`src/rtl/cps_pkg.sv`:
```
package cps_pkg;
  typedef enum logic [3:0] {
    ST_OFF     = 4'd0,
    ST_U_RST   = 4'd1,
    ST_U_PWR   = 4'd2,
    ST_U_CLAMP = 4'd3,
    ST_U_REL   = 4'd4,
    ST_ON      = 4'd5,
    ST_D_SB    = 4'd6,
    ST_D_DBG   = 4'd7,
    ST_D_CLAMP = 4'd8,
    ST_D_RST   = 4'd9,
    ST_FAULT   = 4'd10
  } cps_state_e;

  typedef struct packed {
    logic dbg;
    logic clamp;
    logic rst_n;
    logic pwr;
    logic busy;
    logic err;
  } cps_drive_t;
endpackage

```
`src/rtl/cps_timer.sv`:
```
module cps_timer #(
  parameter int CNT_W = 8
) (
  input  logic             clk_i,
  input  logic             rst_ni,
  input  logic             clr_i,
  output logic [CNT_W-1:0] cnt_o
);
  always_ff @(posedge clk_i or negedge rst_ni) begin
    if (!rst_ni)              cnt_o <= '0;
    else if (clr_i)           cnt_o <= '0;
    else if (cnt_o != '1)     cnt_o <= cnt_o + 1'b1;
  end
endmodule

```
`src/rtl/cps_fsm.sv`:
```
module cps_fsm
  import cps_pkg::*;
#(
  parameter int GAP_W   = 4,
  parameter int TMO_CYC = 64,
  parameter int CNT_W   = 8
) (
  input  logic             clk_i,
  input  logic             rst_ni,
  input  logic [GAP_W-1:0] gap_i,
  input  logic [CNT_W-1:0] cnt_i,
  input  logic             down_req_i,
  input  logic             up_req_i,
  input  logic             standby_i,
  input  logic             pwr_good_i,
  input  logic             coh_ack_i,
  output cps_state_e       state_o,
  output logic             step_o
);
  localparam logic [CNT_W-1:0] TMO_LAST = CNT_W'(TMO_CYC - 1);

  cps_state_e state_q, state_d;
  logic       gap_ok;

  assign gap_ok = cnt_i >= CNT_W'(gap_i);

  always_comb begin
    state_d = state_q;
    unique case (state_q)
      ST_OFF, ST_FAULT: if (up_req_i) state_d = ST_U_RST;
      ST_U_RST:   if (gap_ok) state_d = ST_U_PWR;
      ST_U_PWR: begin
        if (gap_ok && pwr_good_i)                state_d = ST_U_CLAMP;
        else if (!pwr_good_i && cnt_i >= TMO_LAST) state_d = ST_FAULT;
      end
      ST_U_CLAMP: if (gap_ok) state_d = ST_U_REL;
      ST_U_REL:   if (gap_ok && coh_ack_i) state_d = ST_ON;
      ST_ON:      if (down_req_i) state_d = ST_D_SB;
      ST_D_SB:    if (gap_ok && standby_i) state_d = ST_D_DBG;
      ST_D_DBG:   if (gap_ok) state_d = ST_D_CLAMP;
      ST_D_CLAMP: if (gap_ok) state_d = ST_D_RST;
      ST_D_RST:   if (gap_ok) state_d = ST_OFF;
      default:    state_d = ST_OFF;
    endcase
  end

  always_ff @(posedge clk_i or negedge rst_ni) begin
    if (!rst_ni) state_q <= ST_OFF;
    else         state_q <= state_d;
  end

  assign state_o = state_q;
  assign step_o  = state_d != state_q;
endmodule

```
`src/rtl/cps_decode.sv`:
```
module cps_decode
  import cps_pkg::*;
(
  input  cps_state_e state_i,
  output cps_drive_t drv_o
);
  always_comb begin
    // idle-off pattern: clamps on, reset low, power off
    drv_o = '{dbg: 1'b0, clamp: 1'b1, rst_n: 1'b0, pwr: 1'b0, busy: 1'b1, err: 1'b0};
    unique case (state_i)
      ST_OFF:     drv_o.busy = 1'b0;
      ST_FAULT:   begin drv_o.busy = 1'b0; drv_o.err = 1'b1; end
      ST_U_RST:   ;
      ST_U_PWR:   drv_o.pwr = 1'b1;
      ST_U_CLAMP: begin drv_o.pwr = 1'b1; drv_o.clamp = 1'b0; end
      ST_U_REL:   begin drv_o.pwr = 1'b1; drv_o.clamp = 1'b0; drv_o.rst_n = 1'b1; end
      ST_ON:      drv_o = '{dbg: 1'b1, clamp: 1'b0, rst_n: 1'b1, pwr: 1'b1, busy: 1'b0, err: 1'b0};
      ST_D_SB:    drv_o = '{dbg: 1'b1, clamp: 1'b0, rst_n: 1'b1, pwr: 1'b1, busy: 1'b1, err: 1'b0};
      ST_D_DBG:   begin drv_o.pwr = 1'b1; drv_o.clamp = 1'b0; drv_o.rst_n = 1'b1; end
      ST_D_CLAMP: begin drv_o.pwr = 1'b1; drv_o.rst_n = 1'b1; end
      ST_D_RST:   drv_o.pwr = 1'b1;
      default:    ;
    endcase
  end
endmodule

```
`src/rtl/core_pwr_seq.sv`:
```
module core_pwr_seq
  import cps_pkg::*;
#(
  parameter int GAP_W   = 4,
  parameter int TMO_CYC = 64
) (
  input  logic             clk_i,
  input  logic             rst_ni,
  input  logic [GAP_W-1:0] gap_i,
  input  logic             down_req_i,
  input  logic             up_req_i,
  input  logic             standby_i,
  input  logic             pwr_good_i,
  input  logic             coh_ack_i,
  output logic             dbg_pwrup_o,
  output logic             clamp_o,
  output logic             core_rst_no,
  output logic             pwr_en_o,
  output logic             busy_o,
  output logic             err_o,
  output logic [3:0]       state_o
);
  localparam int GAP_MAX = (1 << GAP_W) - 1;
  localparam int CNT_MAX = (TMO_CYC > GAP_MAX) ? TMO_CYC : GAP_MAX;
  localparam int CNT_W   = $clog2(CNT_MAX + 1);

  logic [CNT_W-1:0] cnt;
  logic             step;
  cps_state_e       state;
  cps_drive_t       drv;

  cps_timer #(.CNT_W(CNT_W)) u_timer (
    .clk_i  (clk_i),
    .rst_ni (rst_ni),
    .clr_i  (step),
    .cnt_o  (cnt)
  );

  cps_fsm #(.GAP_W(GAP_W), .TMO_CYC(TMO_CYC), .CNT_W(CNT_W)) u_fsm (
    .clk_i      (clk_i),
    .rst_ni     (rst_ni),
    .gap_i      (gap_i),
    .cnt_i      (cnt),
    .down_req_i (down_req_i),
    .up_req_i   (up_req_i),
    .standby_i  (standby_i),
    .pwr_good_i (pwr_good_i),
    .coh_ack_i  (coh_ack_i),
    .state_o    (state),
    .step_o     (step)
  );

  cps_decode u_dec (
    .state_i (state),
    .drv_o   (drv)
  );

  assign dbg_pwrup_o = drv.dbg;
  assign clamp_o     = drv.clamp;
  assign core_rst_no = drv.rst_n;
  assign pwr_en_o    = drv.pwr;
  assign busy_o      = drv.busy;
  assign err_o       = drv.err;
  assign state_o     = state;


  rst_release_chk: assert property (@(posedge clk_i) disable iff (!rst_ni)
    $rose(core_rst_no) |-> !clamp_o && pwr_en_o);

  pwr_off_chk: assert property (@(posedge clk_i) disable iff (!rst_ni)
    $fell(pwr_en_o) |-> clamp_o && !core_rst_no && !dbg_pwrup_o);

  dbg_off_chk: assert property (@(posedge clk_i) disable iff (!rst_ni)
    $fell(dbg_pwrup_o) |-> $past(standby_i));

  unclamp_chk: assert property (@(posedge clk_i) disable iff (!rst_ni)
    ($fell(clamp_o) && pwr_en_o) |-> $past(pwr_good_i));

  fault_chk: assert property (@(posedge clk_i) disable iff (!rst_ni)
    $rose(err_o) |-> $past(!pwr_good_i) && !pwr_en_o && clamp_o);

  dbg_on_chk: assert property (@(posedge clk_i) disable iff (!rst_ni)
    $rose(dbg_pwrup_o) |-> $past(coh_ack_i) && core_rst_no);
endmodule

```
`config.mk`:
```
export PLATFORM = sky130hd
export DESIGN_NAME = core_pwr_seq
export DESIGN_NICKNAME = d
export VERILOG_FILES = /design/src/rtl/cps_pkg.sv /design/src/rtl/cps_timer.sv /design/src/rtl/cps_fsm.sv /design/src/rtl/cps_decode.sv /design/src/rtl/core_pwr_seq.sv
export SDC_FILE = /design/constraint.sdc
export NUM_CORES = 1
export LEC_CHECK = 0
export BUFFER_PORTS_ARGS = -buffer_cell sky130_fd_sc_hd__buf_2
export CAP_MARGIN = 15
export CELL_PAD_IN_SITES_DETAIL_PLACEMENT = 2
export CELL_PAD_IN_SITES_GLOBAL_PLACEMENT = 2
export CORE_ASPECT_RATIO = 0.6
export CORE_MARGIN = 3
export CORE_UTILIZATION = 34
export CTS_BUF_LIST = sky130_fd_sc_hd__clkbuf_4 sky130_fd_sc_hd__clkbuf_8 sky130_fd_sc_hd__clkbuf_16
export DETAILED_ROUTE_END_ITERATION = 8
export HOLD_SLACK_MARGIN = 0.03
export PLACE_DENSITY_LB_ADDON = 0.05
export SLEW_MARGIN = 30
export SYNTH_ARGS = -nofsm -noshare
export SYNTH_HDL_FRONTEND = slang
export SYNTH_SLANG_ARGS = --single-unit
```
`constraint.sdc`:
```
create_clock -name clk_i -period 6.3 [get_ports clk_i]
set_input_delay 0.63 -clock clk_i [delete_from_list [all_inputs] [get_ports clk_i]]
set_output_delay 0.63 -clock clk_i [all_outputs]
set_load 0.05 [all_outputs]
```
==> results of run 1 <==
## area by class of cell
| cell class | instances | area, um^2 |
|---|---|---|
| Multi-Input combinational cell | 96 | 652 |
| Clock inverter | 1 | 5.00 |
| Inverter | 7 | 26.3 |
| Timing Repair Buffer | 20 | 100 |
| Tap cell | 40 | 50.0 |
| Sequential cell | 11 | 275 |
| Clock buffer | 3 | 41.3 |
| Fill cell | 322 | 1530 |
## metal layers
layer	global-route usage, %	up-vias	share of wire (%)
met5	0	-	0
met4	2.11	0	0.64
met3	5.00	2	2.7
met2	28.3	16	45
met1	28.3	494	52
li1	-	471	-
## cells by family after synthesis
logic type,count (synthesis),share of synthesized area (%)
muxes,3,2.95
AOI/OAI and AO/OA,28,18.7
and+or+nand+nor,55,32.0
DFF,11,27.1
buffers and inverters,15,8.86
adders and majority gates,5,6.15
xor gates and xnor gates,5,4.31
## cell usage in the layout, fill, tap and decap left out, drive strengths merged, types with 2 or more instances in the layout
| cell | synthesis | routed |
|---|---|---|
| dfrtp | 11 | 11 |
| nand2 | 10 | 10 |
| inv | 7 | 7 |
| and3 | 4 | 4 |
| xor2 | 2 | 2 |
| buf | 5 | 20 |
| xnor2 | 3 | 3 |
| clkbuf | 3 | 3 |
| nor4 | 2 | 2 |
| o21ai | 8 | 8 |
| a31oi | 3 | 3 |
| mux2i | 3 | 3 |
| nor2 | 11 | 11 |
| nand3 | 4 | 4 |
| nor3 | 9 | 9 |
| nand4 | 3 | 3 |
| ha | 5 | 5 |
| a21oi | 7 | 7 |
| nor3b | 2 | 2 |
| nand2b | 5 | 5 |
## stage by stage
stage | total power [W] | instance area (um^2) | hold slack [ns]
global placement | 0.000489 | 1100 | 0.505
CTS | 0.000587 | 1150 | 0.256
floorplan | 0.000443 | 1020 | 0.334
detailed placement | 0.000514 | 1100 | 0.516
global route | 0.000629 | 1150 | 0.265
finish | 0.000583 | 1150 | 0.259
## power by group through the flow
stage	Clock, W	Sequential, W	Combinational [W]
3_3_place_gp	0	0.000146	0.000343
5_1_grt	0.0000773	0.000158	0.000393
2_1_floorplan	0	0.000137	0.000306
4_1_cts	0.0000717	0.000150	0.000365
3_5_place_dp	0	0.000151	0.000363
6_report	0.0000694	0.000151	0.000362
## critical path: stages (launching register included)
cell,delay [ns]
dfrtp_1,0.51
inv_1,0.10
ha_1,0.27
nand2b_1,0.15
a211o_1,0.32
a21oi_2,0.48
nand2_1,0.17
a221o_2,0.51
nor3_2,0.20
## sequential cells by signal, summed over array words and instances (netlist names)
name and count:
u_timer.cnt_o 7, u_fsm.state_o 4
## final timing paths
check / from / end / slack [ns] / cells after the start
max: u_timer.cnt_o[0] / u_timer.cnt_o[0] / 3.51 / 8
min: rst_ni / u_timer.cnt_o[3] / 0.26 / 1
max reg2reg: u_timer.cnt_o[0] / u_timer.cnt_o[0] / 3.51 / 8
min reg2reg: u_timer.cnt_o[6] / u_timer.cnt_o[6] / 0.62 / 2
max in group asynchronous: rst_ni / u_timer.cnt_o[6] / 5.83 / 1
min in group clk_i: u_timer.cnt_o[6] / u_timer.cnt_o[6] / 0.62 / 2
==> flow_summary.ini, run 1 <==
[outcome]
outcome = finished, final reports clean

[logic_synthesis]
yosys.area.top_type = dfrtp_1
postSynthCellCount = 122
ys_seq_area_share_pct = 27.1
synth-async-reset-ratio_pct = 100
synthFlopType = dfrtp_1
ys_seq_elements = 11
synth_fp_nets = 138
synth_edf_count = 0
ys_types = 42
synth_warnings = 0
synthTopCellsByArea = dfrtp_1 (27%), nor3_2 (6.9%), ha_1 (6.2%)
synth_top_area_share_pct = 27.1
syn_avg_cell_area_um2 = 8.34
netlist_area_um2 = 1020
synth_top_cells_by_count = dfrtp_1 (11), nor2_1 (11), nand2_1 (10)

[place]
hpwl_mm = 2.60
globalplace.congestion = 0.735
dp.cells = 174
place_ws_ns = 3.36
port_buffers = 20

[run]
drv_cap = 0

[floorplan]
rows = 14
boundaryPins = 21
dieArea_um2 = 3710
core_area_um2 = 2680
initial_utilization_pct = 38.0
die_h_um = 48.4
die_x_um = 76.6

[sta]
finalMaxSlewViolations = 0
worst_pin_slew_ns = 0.614
rsz0062_at_grt = no
min_period_ns = 2.79
clock.fmax_mhz = 358
max-slew-margin-rel_pct = 59.1
finalSetupViolations = 0
fin_skew_ns = 0.00189
fin_tns_setup_ns = 0
fin_crit_sh_pct = 44.4
report.final.hold_viol_count = 0
fin_ws_ns = 3.51

[detailed_routing]
vias = 983
drtIter0Drc = 23
drt_pass1_iterations = 4
vias_per_cell = 5.52
drcViolationCount = 0
ant_nets = 0
wl_per_cell_um = 18.5
wl_mm = 3.29

[critical_path]
crit_fanout = 12
cp.required_ns = 6.45
crit_type = flip-flop to flip-flop
end_kind = flip-flop
startpoint_type = flip-flop
arrival_ns = 2.95

[final_layout]
antenna-diode-count = 0
final_cells = 178
drive_above_1_share_pct = 29.0
nNetsFinal = 155
area.growth.synth_to_final_pct = 13.0
fin_util_pct = 42.9

[power_and_ir_drop]
power_density_nw_per_um2 = 507
p_seq_share_pct = 25.9
p_leak_nw = 0.534
pwr-share-comb_pct = 62.2
clkPwrFrac_pct = 11.9
netSwitchingFraction_pct = 58.3
power.net_switching_w = 0.000340
vdd_drop_max_uv = 264
p_int_w = 0.000243

[clocking]
postCtsSetupBuffers = 0
h-tree-depth = 1
clk_pin_slew_ns = 0.05
cts_buffers = 3
cts_tree = done
clkSinkCount = 11
ctsHoldBuffers = 0
cts_max_path_buffers = 2
clk_latency_ns = 0.24
cts_resized = 0
ctsRootBufferMaster = clkbuf_8

[grt]
grt_pass1_wl_mm = 5.49
antenna_found_initial = 0
grt_max_degree = 20
grt_use_total_pct = 19.0
first_global_vias = 1014
overflow = 0

[hold_path]
hp-class = input port to asynchronous set/reset pin
(Power assumes the default switching activity.)
==> run 2: changes to the inputs <==
ABC_AREA = 1   (was not set)
CORE_UTILIZATION = 28   (was 34)
clock period = 2.8 ns   (was 6.3 ns; I/O delays follow)
==> run 2 against run 1 <==
  * Critical path depth is 3 higher
  * Cell count is 17% higher
  * Non-clock buffer count is 1 higher
  * Clock power is 150% higher
  * Design area is 0.33% higher
  * Setup slack worse by 2.8 ns
  * Clock-buffer cell count stayed put
  * Largest power group unchanged
  * Hold slack better by 0.16 ns
  * Clock skew is 0.0011 ns higher
  * Largest cell class unchanged
==> flow_summary.ini, run 2 <==
[critical_path]
r2r_slack_ns = 0.68
r2r_start = u_timer.cnt_o[3]
crit_type = flip-flop to flip-flop
end_kind = flip-flop
setup.worst_path.start = u_timer.cnt_o[3]
startpoint_type = flip-flop
cp-endpoint = u_timer.cnt_o[4]
cp.required_ns = 2.93
regToRegEndpoint = u_timer.cnt_o[4]
arrival_ns = 2.25
crit_fanout = 7
worstRegToRegCells = 11

[sta]
max-slew-margin-rel_pct = 73.9
fin_skew_ns = 0.00301
worst_pin_slew_ns = 0.388
fin_tns_setup_ns = 0
finalSetupViolations = 0
fin_crit_sh_pct = 75.5
finalMaxSlewViolations = 0
min_period_ns = 2.12
clock.fmax_mhz = 473
rsz0062_at_grt = no
report.final.hold_viol_count = 0

[logic_synthesis]
synth_warnings = 0
ys_seq_area_share_pct = 28.8
synth_xor_area_share_pct = 3.66
syn_avg_cell_area_um2 = 6.73
yosysMostFrequentCell = nand2_1
synthFlopType = dfrtp_1
synth_top_cells_by_count = nand2_1 (34), nor2_1 (22), inv_1 (16)
synth-async-reset-ratio_pct = 100
netlist_area_um2 = 956
synth-compound-area-share_pct = 5.63
synth-adder-area-share_pct = 6.54
postSynthCellCount = 142
yosys.area.top_type = dfrtp_1
ys_seq_elements = 11
synth_top_family_by_area = simple AND/OR/NAND/NOR gates
synth_edf_count = 0
synth_mux_area_share_pct = 1.05
synth_top_area_share_pct = 28.8
synthTopCellsByArea = dfrtp_1 (29%), nand2_1 (13%), nor2_1 (8.6%)
synth_fp_nets = 158
synth-simple-area-share_pct = 44.5
ys_types = 22

[final_layout]
final_cell_mix = nand2_1 (34), nor2_1 (22), buf_2 (20)
final_area_um2 = 1150
nNetsFinal = 183
fin_util_pct = 37.7
final_common_cell = nand2_1
seq_area_um2 = 275
multi_input_area_um2 = 587
largest_register_ffs = 7
area.growth.synth_to_final_pct = 20.7
largest_register = u_timer.cnt_o
drive_above_1_share_pct = 27.7
nFillCells = 384
antenna-diode-count = 0

[outcome]
outcome = finished, final reports clean

[floorplan]
die_x_um = 81.4
core_area_um2 = 3060
initial_utilization_pct = 31.2
dieArea_um2 = 4170
die_h_um = 51.3
rows = 15
boundaryPins = 21

[clocking]
postCtsSetupBuffers = 0
clk_pin_slew_ns = 0.06
cts_resized = 0
cts_tree = done
ctsRootBufferMaster = clkbuf_8
cts_max_path_buffers = 2
h-tree-depth = 1
clk_latency_ns = 0.25
clkSinkCount = 11
cts_buffers = 3

[place]
port_buffers = 20
place_area_um2 = 1100
globalplace.congestion = 0.806
hpwl_mm = 2.97

[detailed_routing]
drt_pass1_iterations = 4
vias_per_cell = 4.77
wl_mm = 3.46
drcViolationCount = 0
wl_per_cell_um = 16.6
ant_nets = 0
vias = 993
drtIter0Drc = 32

[power_and_ir_drop]
vdd_drop_max_uv = 541
p_total_w = 0.00122
p_leak_nw = 0.628
power_density_nw_per_um2 = 1060

[grt]
antenna_found_initial = 0
overflow = 0
grt_max_degree = 12
grt_pass1_wl_mm = 5.78
first_global_vias = 1123
grt_use_total_pct = 19.1

[run]
drv_cap = 0

[hold_path]
hp-class = input port to flip-flop
run 2: changes by cell type in the layout (fill, tap and decap cells not counted), sizes merged, moves of 3 or more:
cell / previous run / this run
nand2b: 5 / 0
nor2: 11 / 29
a31oi: 3 / 0
nand3: 4 / 14
xnor2: 3 / 0
nor3: 9 / 1
o21ai: 8 / 5
inv: 7 / 22
nand2: 10 / 39
and3: 4 / 0
run 2: power by group:
part           internal (W)  switching, W  leakage (nW)
logic              0.000201      0.000589         0.455
registers          0.000194     0.0000664         0.148
clock network     0.0000985     0.0000721        0.0255
total              0.000493      0.000728         0.628
run 2: area by class of cell:
cell class / count / share of cell area, %
Timing Repair Buffer: 21 / 9.54
Inverter: 22 / 7.16
Clock buffer: 3 / 3.58
Tap cell: 42 / 4.56
Sequential cell: 11 / 23.9
Clock inverter: 1 / 0.434
Multi-Input combinational cell: 108 / 50.9
run 2: worst min-delay path by stage:
stage,start,endpoint,slack (ns),depth (start not counted)
after floorplan,rst_ni,u_fsm.state_o[0],-0.02,0
after global placement,rst_ni,u_timer.cnt_o[5],0.17,1
after detailed placement,rst_ni,u_timer.cnt_o[5],0.18,1
after CTS,pwr_good_i,u_fsm.state_o[0],0.42,5
after global routing,pwr_good_i,u_fsm.state_o[0],0.45,5
final,pwr_good_i,u_fsm.state_o[0],0.42,5
run 2: cells by family after synthesis:
group,Yosys count
multiplexers,1
flip-flops,11
buffers and inverters,23
AND/OR/NAND/NOR,88
XOR/XNOR,4
adder cells (fa/ha/maj),5
AO/OA/AOI/OAI,10
run 2: worst max-delay path, stage by stage (launching register included):
cell     delay [ns]
dfrtp_1        0.44
ha_1           0.31
nand2_1        0.11
nor2_1         0.05
o21ai_1        0.22
nand2_2        0.18
a21oi_2        0.22
nand3_2        0.10
nand2_1        0.08
nand2_2        0.09
nand3_4        0.14
nor2_1         0.06
run 2: timing repair:
action | 4_1_cts | 5_1_grt
setup endpoints to repair | 0 | 0
endpoints found under the hold margin | 11 | 0
hold buffers | 1 | 0
run 2: layer usage:
metal  wire length, um  vias to the layer above  track usage [%]
met1              1890                      483             28.2
met3               148                        3             5.63
met2              1410                       12             27.2
met4                17                        0             3.37
li1                  -                      495                -
met5                 0                        -                0
run 2: metrics by stage:
step | hold WS (ns) | instances | setup WS (ns)
6_report | 0.420 | 208 | 0.685
3_5_place_dp | 0.180 | 203 | 0.722
4_1_cts | 0.419 | 208 | 0.681
3_3_place_gp | 0.170 | 203 | 0.858
5_1_grt | 0.450 | 208 | 0.413
2_1_floorplan | -0.0156 | 142 | 0.582
